`config.mk`:
```
export PLATFORM = sky130hd
export DESIGN_NAME = region_classifier
export DESIGN_NICKNAME = d
export VERILOG_FILES = /design/src/rtl/region_pkg.sv /design/src/rtl/rc_cfg_regs.sv /design/src/rtl/rc_window_dec.sv /design/src/rtl/rc_aperture_dec.sv /design/src/rtl/region_classifier.sv
export SDC_FILE = /design/constraint.sdc
export NUM_CORES = 1
export LEC_CHECK = 0
export BUFFER_PORTS_ARGS = -buffer_cell sky130_fd_sc_hd__buf_4
export CAP_MARGIN = 20
export CORE_MARGIN = 10
export CORE_UTILIZATION = 45
export CTS_CLUSTER_DIAMETER = 40
export DETAILED_ROUTE_END_ITERATION = 12
export PLACE_DENSITY = 0.81
export SLEW_MARGIN = 20
export SYNTH_ARGS = -nofsm -noshare
export SYNTH_HDL_FRONTEND = slang
export SYNTH_SLANG_ARGS = --single-unit
```
`constraint.sdc`:
```
create_clock -name clk -period 1.9 [get_ports clk]
set_input_delay 0.095 -clock clk [delete_from_list [all_inputs] [get_ports clk]]
set_output_delay 0.095 -clock clk [all_outputs]
set_load 0.01 [all_outputs]
```
`src/rtl/region_pkg.sv`:
```
package region_pkg;
  typedef enum logic [1:0] {
    AP_HOLE = 2'b00,
    AP_PASS = 2'b01,
    AP_OFF  = 2'b10,
    AP_RSVD = 2'b11
  } ap_mode_e;

  localparam logic [1:0] SEL_MODE = 2'd0;
  localparam logic [1:0] SEL_DLIM = 2'd1;
  localparam logic [1:0] SEL_CLIM = 2'd2;
endpackage

```
`src/rtl/rc_cfg_regs.sv`:
```
module rc_cfg_regs
  import region_pkg::*;
#(
  parameter int          ADDR_W    = 32,
  parameter int          GRAN_BITS = 16,
  parameter logic [31:0] DLIM_RST  = 32'h1100_0000
) (
  input  logic              clk,
  input  logic              rst_n,
  input  logic              wr_en,
  input  logic [1:0]        wr_sel,
  input  logic [ADDR_W-1:0] wr_data,
  output ap_mode_e          mode,
  output logic [ADDR_W-1:0] dram_lim,
  output logic [ADDR_W-1:0] cache_lim
);
  localparam logic [ADDR_W-1:0] LIM_MASK  = {ADDR_W{1'b1}} << GRAN_BITS;
  localparam logic [ADDR_W-1:0] RST_LIMIT = DLIM_RST[ADDR_W-1:0] & LIM_MASK;

  always_ff @(posedge clk) begin
    if (!rst_n) begin
      mode      <= AP_HOLE;
      dram_lim  <= RST_LIMIT;
      cache_lim <= RST_LIMIT;
    end else if (wr_en) begin
      case (wr_sel)
        SEL_MODE: mode      <= ap_mode_e'(wr_data[1:0]);
        SEL_DLIM: dram_lim  <= wr_data & LIM_MASK;
        SEL_CLIM: cache_lim <= wr_data & LIM_MASK;
        default:  ;
      endcase
    end
  end


  rst_state_chk: assert property (@(posedge clk) disable iff (!rst_n)
    $rose(rst_n) |-> (cache_lim == dram_lim) && (mode == AP_HOLE));


  clim_gran_chk: assert property (@(posedge clk) disable iff (!rst_n)
    (wr_en && wr_sel == SEL_CLIM) |=> cache_lim == ($past(wr_data) & LIM_MASK));


  spare_sel_chk: assert property (@(posedge clk) disable iff (!rst_n)
    (wr_en && wr_sel == 2'd3) |=> $stable(mode) && $stable(dram_lim) && $stable(cache_lim));
endmodule

```
`src/rtl/rc_window_dec.sv`:
```
module rc_window_dec #(
  parameter int          ADDR_W    = 32,
  parameter int          HOLE_BITS = 8,
  parameter logic [31:0] DRAM_BASE = 32'h1000_0000,
  parameter logic [31:0] PCI_END   = 32'h8000_0000
) (
  input  logic [ADDR_W-1:0] addr,
  input  logic [ADDR_W-1:0] dram_lim,
  input  logic [ADDR_W-1:0] cache_lim,
  output logic              low_hit,
  output logic              dram_hit,
  output logic              pci_hit,
  output logic              cached,
  output logic              uncached
);
  localparam logic [ADDR_W-1:0] HOLE_TOP = ADDR_W'(1) << HOLE_BITS;
  localparam logic [ADDR_W-1:0] D_BASE   = DRAM_BASE[ADDR_W-1:0];
  localparam logic [ADDR_W-1:0] P_END    = PCI_END[ADDR_W-1:0];

  logic below_win;

  always_comb begin
    low_hit   = addr < HOLE_TOP;
    dram_hit  = (addr >= D_BASE) && (addr < dram_lim);
    pci_hit   = !dram_hit && (addr >= dram_lim) && (addr < P_END);
    below_win = addr < cache_lim;
    cached    = dram_hit && below_win;
    uncached  = dram_hit && !below_win;
  end
endmodule

```
`src/rtl/rc_aperture_dec.sv`:
```
module rc_aperture_dec
  import region_pkg::*;
(
  input  ap_mode_e mode,
  input  logic     is_store,
  input  logic     low_hit,
  input  logic     pci_hit,
  output logic     to_pci,
  output logic     ret_zero,
  output logic     kill_store,
  output logic     bad_mode
);
  ap_mode_e eff;

  always_comb begin
    bad_mode   = (mode == AP_RSVD);
    eff        = bad_mode ? AP_HOLE : mode;
    to_pci     = 1'b0;
    ret_zero   = 1'b0;
    kill_store = 1'b0;
    case (eff)
      AP_PASS: to_pci = pci_hit || low_hit;
      AP_OFF: begin
        ret_zero   = !is_store && (pci_hit || low_hit);
        kill_store = is_store && (pci_hit || low_hit);
      end
      default: begin
        to_pci   = pci_hit || (low_hit && is_store);
        ret_zero = low_hit && !is_store;
      end
    endcase
  end
endmodule

```
`src/rtl/region_classifier.sv`:
```
module region_classifier
  import region_pkg::*;
#(
  parameter int          ADDR_W    = 32,
  parameter int          GRAN_BITS = 16,
  parameter int          HOLE_BITS = 8,
  parameter logic [31:0] DRAM_BASE = 32'h1000_0000,
  parameter logic [31:0] DLIM_RST  = 32'h1100_0000,
  parameter logic [31:0] PCI_END   = 32'h8000_0000
) (
  input  logic              clk,
  input  logic              rst_n,
  input  logic              wr_en,
  input  logic [1:0]        wr_sel,
  input  logic [ADDR_W-1:0] wr_data,
  input  logic              acc_valid,
  output logic              acc_ready,
  input  logic [ADDR_W-1:0] acc_addr,
  input  logic              acc_store,
  output logic              cls_valid,
  input  logic              cls_ready,
  output logic              cls_cacheable,
  output logic              cls_uncached,
  output logic              cls_pci,
  output logic              cls_zero,
  output logic              cls_drop,
  output logic              cls_decerr,
  output logic              cfg_err
);
  ap_mode_e          mode;
  logic [ADDR_W-1:0] dram_lim, cache_lim;
  logic low_hit, dram_hit, pci_hit, cached, uncached;
  logic to_pci, ret_zero, kill_store;

  rc_cfg_regs #(.ADDR_W(ADDR_W), .GRAN_BITS(GRAN_BITS), .DLIM_RST(DLIM_RST)) u_regs (
    .clk(clk), .rst_n(rst_n), .wr_en(wr_en), .wr_sel(wr_sel), .wr_data(wr_data),
    .mode(mode), .dram_lim(dram_lim), .cache_lim(cache_lim)
  );

  rc_window_dec #(.ADDR_W(ADDR_W), .HOLE_BITS(HOLE_BITS), .DRAM_BASE(DRAM_BASE),
                  .PCI_END(PCI_END)) u_win (
    .addr(acc_addr), .dram_lim(dram_lim), .cache_lim(cache_lim),
    .low_hit(low_hit), .dram_hit(dram_hit), .pci_hit(pci_hit),
    .cached(cached), .uncached(uncached)
  );

  rc_aperture_dec u_ap (
    .mode(mode), .is_store(acc_store), .low_hit(low_hit), .pci_hit(pci_hit),
    .to_pci(to_pci), .ret_zero(ret_zero), .kill_store(kill_store), .bad_mode(cfg_err)
  );

  always_comb begin
    cls_valid     = acc_valid;
    acc_ready     = cls_ready;
    cls_cacheable = acc_valid && cached;
    cls_uncached  = acc_valid && uncached;
    cls_pci       = acc_valid && to_pci;
    cls_zero      = acc_valid && ret_zero;
    cls_drop      = acc_valid && kill_store;
    cls_decerr    = acc_valid && !low_hit && !dram_hit && !pci_hit;
  end


  cache_excl_chk: assert property (@(posedge clk) disable iff (!rst_n)
    !(cls_cacheable && cls_uncached));


  decerr_excl_chk: assert property (@(posedge clk) disable iff (!rst_n)
    cls_decerr |-> !(cls_pci || cls_zero || cls_drop || cls_cacheable || cls_uncached));


  off_mode_chk: assert property (@(posedge clk) disable iff (!rst_n)
    (mode == AP_OFF) |-> !cls_pci);


  rsvd_mode_chk: assert property (@(posedge clk) disable iff (!rst_n)
    cfg_err |-> !cls_drop);


  idle_quiet_chk: assert property (@(posedge clk) disable iff (!rst_n)
    !acc_valid |-> !(cls_cacheable || cls_uncached || cls_pci || cls_zero || cls_drop || cls_decerr));
endmodule

```
Word level (Yosys, flattened, before mapping)
Cells that the tools add are included. Widths: inputs -> output; s select.

Bits in registers: 34. Input bits: 72. Output and inout bits: 9. Logic and storage cells: 46.

Order comparisons: 6. Equal/unequal tests: 5. Multiplexer cells: 4. Reduce and logical (&&, ||, !) cells: 28.

Operators with widths (number): $lt 32x32->1 (2); $ge 32x29->1 const B (1); $ge 32x32->1 (1); $lt 32x32->1 const B (1); $lt 32x9->1 const B (1); $logic_and 1x1->1 (17); $eq 2x2->1 const B (3); $reduce_and 2->1 (3); $logic_not 1->1 (5); $eq 2x1->1 const B (2); $pmux 1 s2 (2); $logic_not 2->1 (1); $logic_or 1x1->1 (2); $mux 2 (1); $mux 1 (1).

Depth between registers and ports, before layout
Word-level depth: 9. Gate-level depth with buffers: 8. Depth with buffers taken out: 8.

Cells and area by module
From an unflattened synthesis, not the netlist that was laid out.

Cell total of the unflattened synthesis: 425. Area, all modules: 3395.8 µm².

By module, submodules not included: rc_window_dec (times used 1, cells each 239, area an instance 1669.1 µm², sequential area each 0.0 µm²); rc_cfg_regs (times used 1, cells each 167, area an instance 1567.8 µm², sequential area each 680.7 µm²); rc_aperture_dec (times used 1, cells each 11, area an instance 88.8 µm², sequential area each 0.0 µm²); region_classifier (times used 1, cells each 8, area an instance 70.1 µm², sequential area each 0.0 µm²).

Worst setup path before layout
No wires, ideal clock.

Kind: register to output. Start: register u_regs.dram_lim[17]. End: output port cls_decerr. Arrival time: 1.958 ns. Data required time: 1.805 ns. Slack: -0.153 ns. Cell stages (with the launch flop): 9. Path buffers: 0. Path through: dfxtp_1 -> inv_1 -> ha_1 -> nor2b_1 -> o211ai_1 -> a21oi_1 -> or4_4 -> a21o_2 -> nor3_1.

Longest elaborated chain between the ends: 7. Elaborated cells on any way between the ends: 9. Classes of those cells: order compare: 2; reduce/logical: 7.

Ends and longest elaborated chain: start, declared (line rc_cfg_regs.sv:14) `output logic [ADDR_W-1:0] dram_lim,`; start signal, assigned (line rc_cfg_regs.sv:28) `SEL_DLIM: dram_lim <= wr_data & LIM_MASK;`; $lt 32x32->1 (line rc_window_dec.sv:24) `dram_hit = (addr >= D_BASE) && (addr < dram_lim);`; $logic_and 1x1->1 (line rc_window_dec.sv:24); $logic_not 1->1 (line rc_window_dec.sv:25, region_classifier.sv:60); $logic_and 1x1->1 (2 in series) (line rc_window_dec.sv:25) `pci_hit = !dram_hit && (addr >= dram_lim) && (addr < P_END);`; $logic_not 1->1 (line region_classifier.sv:60) `cls_decerr = acc_valid && !low_hit && !dram_hit && !pci_hit;`; $logic_and 1x1->1 * (line region_classifier.sv:60); end, declared (line region_classifier.sv:27) `output logic cls_decerr,`.

Mark *: on every way between the ends. The rest lies on a longest branch, timed or not.

Worst setup path after layout
Start: register u_regs.dram_lim[16]. End: output port cls_pci.

Longest elaborated chain between the ends: 8. Elaborated cells on any way between the ends: 10. Classes of those cells: order compare: 2; mux: 1; reduce/logical: 7.

Ends and longest elaborated chain: $lt 32x32->1 (line rc_window_dec.sv:24); $logic_and 1x1->1 (line rc_window_dec.sv:24); $logic_not 1->1 (line rc_window_dec.sv:25); $logic_and 1x1->1 * (2 in series) (line rc_window_dec.sv:25); $logic_or 1x1->1 (on tied branches) (line rc_aperture_dec.sv:28, rc_aperture_dec.sv:22); $pmux 1 s2 * (line rc_aperture_dec.sv:21) `case (eff)`; $logic_and 1x1->1 * (line region_classifier.sv:57) `cls_pci = acc_valid && to_pci;`; end, declared (line region_classifier.sv:24) `output logic cls_pci,`.

Marked as above.

==> flow_metrics.py <==
metrics = {
    "die": {
        "core_area_um2": 4820,
        "die_area_um2": 8330,
        "num_rows": 25,
        "ioPinCount": 81,
        "fp.dieH_um": 91.3,
        "start_util_pct": 47.5,
        "dieWidth_um": 91.3,
    },
    "finish": {
        "antenna_cells": 0,
        "postLayoutCoreUtil_pct": 68.5,
        "final-seq-area_um2": 693,
        "area_growth_pct": 44.3,
        "final_cell_mix": "85 x buf_4, 62 x nand2_1, 28 x a21boi_0",
        "nets": 476,
        "nFillCells": 401,
        "final_common_cell": "buf_4",
        "drive_above_1_share_pct": 38.0,
        "multi_input_area_um2": 1630,
    },
    "route": {
        "dr.pass1.iters": 4,
        "wl_per_cell_um": 15.5,
        "num_vias": 2271,
        "drt_wl_total_um": 6800,
        "viasPerCell": 5.18,
        "drtIter0Drc": 87,
        "antenna_left": 0,
        "drc": 0,
    },
    "power_and_ir_drop": {
        "p_seq_share_pct": 42.4,
        "ir_drop_mv": 0.388,
        "p_sw_share_pct": 28.0,
        "leakage_nw": 1.38,
        "power_frac_comb_pct": 25.2,
        "p_int_mw": 1.28,
        "p_clk_share_pct": 32.4,
        "fin_total_pwr_mw": 1.77,
        "powerDensity_nw_per_um2": 537,
        "power.switching_mw": 0.496,
    },
    "timing": {
        "rsz0062_at_grt": "yes",
        "hold_violations": 0,
        "maxSlewViolCount": 0,
        "final.min_clock_period_ns": 2.40,
        "slew_headroom_pct": 54.4,
        "fin_ws_ns": -0.503,
        "finalSetupViolCount": 6,
        "fin_crit_sh_pct": 126,
        "setup_tns_ns": -2.71,
        "fmax_ghz": 0.416,
        "worst_slew_pin_slew_ns": 0.681,
        "skew_ns": 0,
        "hold_ws_ns": 0.0307,
    },
    "critical_path": {
        "critical_path_class": "register to output pin",
        "crit_fanout": 2,
        "crit_arrival_ns": 2.31,
        "required_ns": 1.80,
        "crit_chain": "ha_1 -> nand4b_1 -> nor4_1 -> and4b_1 -> or4_4 -> a21o_4 -> o221a_4 -> buf_6",
        "cp_slowest_stage_delay_ns": 0.56,
        "endpoint_kind": "output pin",
        "critPathSlowestCell": "or4_4",
        "start_kind": "register",
    },
    "clocking": {
        "clk_pin_slew_ns": 0.08,
        "cts_buffer_depth": 2,
        "h-tree-depth": 2,
        "cts_root_buf": "clkbuf_8",
        "clock-sinks": 34,
        "cts_tree": "yes",
        "clk_latency_ns": 0.28,
        "cts_buffers": 5,
    },
    "synth": {
        "synth_nets": 392,
        "postSynthCellCount": 286,
        "synth_seq_area_share_pct": 29.8,
        "ys_types": 36,
        "ys_async_sr_fraction_pct": 0,
        "syn_avg_cell_area_um2": 8.00,
        "syn_area_um2": 2290,
        "synth_warnings": 0,
        "ys_ff_latch": 34,
        "synth_edf_count": 0,
        "ys.flop_type": "dfxtp_1",
    },
    "run_status": {
        "failed_checks": "negative setup slack",
        "status": "complete, but fails checks",
    },
    "grt": {
        "grt_pass1_wl_um": 11000,
        "gr-total-overflow": 0,
        "track_usage_pct": 15.7,
        "grt_max_degree": 35,
        "antenna_found_initial": 0,
        "grt_pass1_vias": 2397,
    },
    "run": {
        "maxCapViolCount": 0,
    },
    "placed_design": {
        "io_buffers": 64,
        "hpwl_um": 5110,
        "dp_slack_ns": -0.274,
        "place_congestion": 0.841,
    },
    "hold_path": {
        "worstHoldPathType": "input pin to register",
    },
}
[timing repair]
action                     in CTS  in global routing
resized for setup              24                 17
pin swaps                      13                 11
buffers inserted                2                  0
hold buffers                    0                  0
setup endpoints to repair       6                  6
gates cloned                    0                  0
[area by class of cell]
| type | count | share of cell area (%) |
|---|---|---|
| multi-input combinational | 207 | 49.3 |
| sequential | 34 | 21.0 |
| timing repair buffer | 88 | 20.4 |
| inverter | 34 | 3.87 |
| tap | 67 | 2.54 |
| clock buffer | 6 | 2.50 |
| clock inverter | 2 | 0.379 |
[power by group through the flow]
| stage | Clock [mW] | Combinational, mW | Sequential [mW] |
|---|---|---|---|
| CTS | 0.574 | 0.422 | 0.751 |
| finish | 0.574 | 0.446 | 0.751 |
| floorplan | 0 | 0.192 | 0.763 |
| global placement | 0 | 0.379 | 0.765 |
| detailed placement | 0 | 0.390 | 0.766 |
| global route | 0.605 | 0.494 | 0.754 |
[cells by family after synthesis]
logic type | count (synthesis) | share of synthesized area [%]
fa+ha+maj | 34 | 18.6
simple gates | 108 | 23.7
buf+inv | 45 | 7.71
flops | 34 | 29.8
compound gates | 65 | 20.2
[flip-flops by register name, indices dropped and copies added (netlist names)]
name              flops
u_regs.cache_lim     16
u_regs.mode           2
u_regs.dram_lim      16
[path summary, 6_finish.rpt]
check	endpoint	slack [ns]	cells after the start	startpoint
setup / recovery	cls_pci	-0.50	8	u_regs.dram_lim[16]$_SDFFE_PN0P_
hold reg to reg	u_regs.dram_lim[22]$_SDFFE_PN0P_	0.46	2	u_regs.dram_lim[22]$_SDFFE_PN0P_
hold / removal	u_regs.dram_lim[28]$_SDFFE_PN1P_	0.03	3	wr_data[28]
setup reg to reg	u_regs.mode[1]$_SDFFE_PN0P_	1.17	4	u_regs.mode[1]$_SDFFE_PN0P_
[per-stage QoR]
| step | instances | instance area (µm²) |
|---|---|---|
| floorplan | 286 | 2320 |
| global placement | 428 | 3000 |
| detailed placement | 428 | 3000 |
| CTS | 438 | 3230 |
| global route | 438 | 3300 |
| finish | 438 | 3300 |
[cells in the mapped netlist, drive strengths merged, types with 4 or more instances]
library cell,n,area [µm²]
nand4,5,31.3
nor4,5,31.3
or4,4,37.5
nor2,6,22.5
a21oi,15,75.1
inv,34,128
nand2,62,233
o211ai,6,45.0
dfxtp,34,681
a21o,7,53.8
ha,34,425
a21boi,29,218
nand3,4,20.0
clkbuf,9,33.8
nor2b,4,25.0
[critical path: cells and delay by family, from the launching register on]
| kind | cells | cell delay [ns] |
|---|---|---|
| AO/OA/AOI/OAI | 2 | 0.44 |
| flip-flops | 1 | 0.33 |
| buffers and inverters | 1 | 0.12 |
| adder cells (fa/ha/maj) | 1 | 0.27 |
| AND/OR/NAND/NOR | 4 | 0.86 |
[per-layer routing]
layer | track usage, % | up-vias | part of all wire (%)
met2 | 28.2 | 68 | 49
met5 | 0 | - | 0
met4 | 5.09 | 0 | 2.1
li1 | - | 1147 | -
met1 | 17.3 | 1040 | 44
met3 | 4.44 | 16 | 5.5
(Power assumes the default switching activity.)
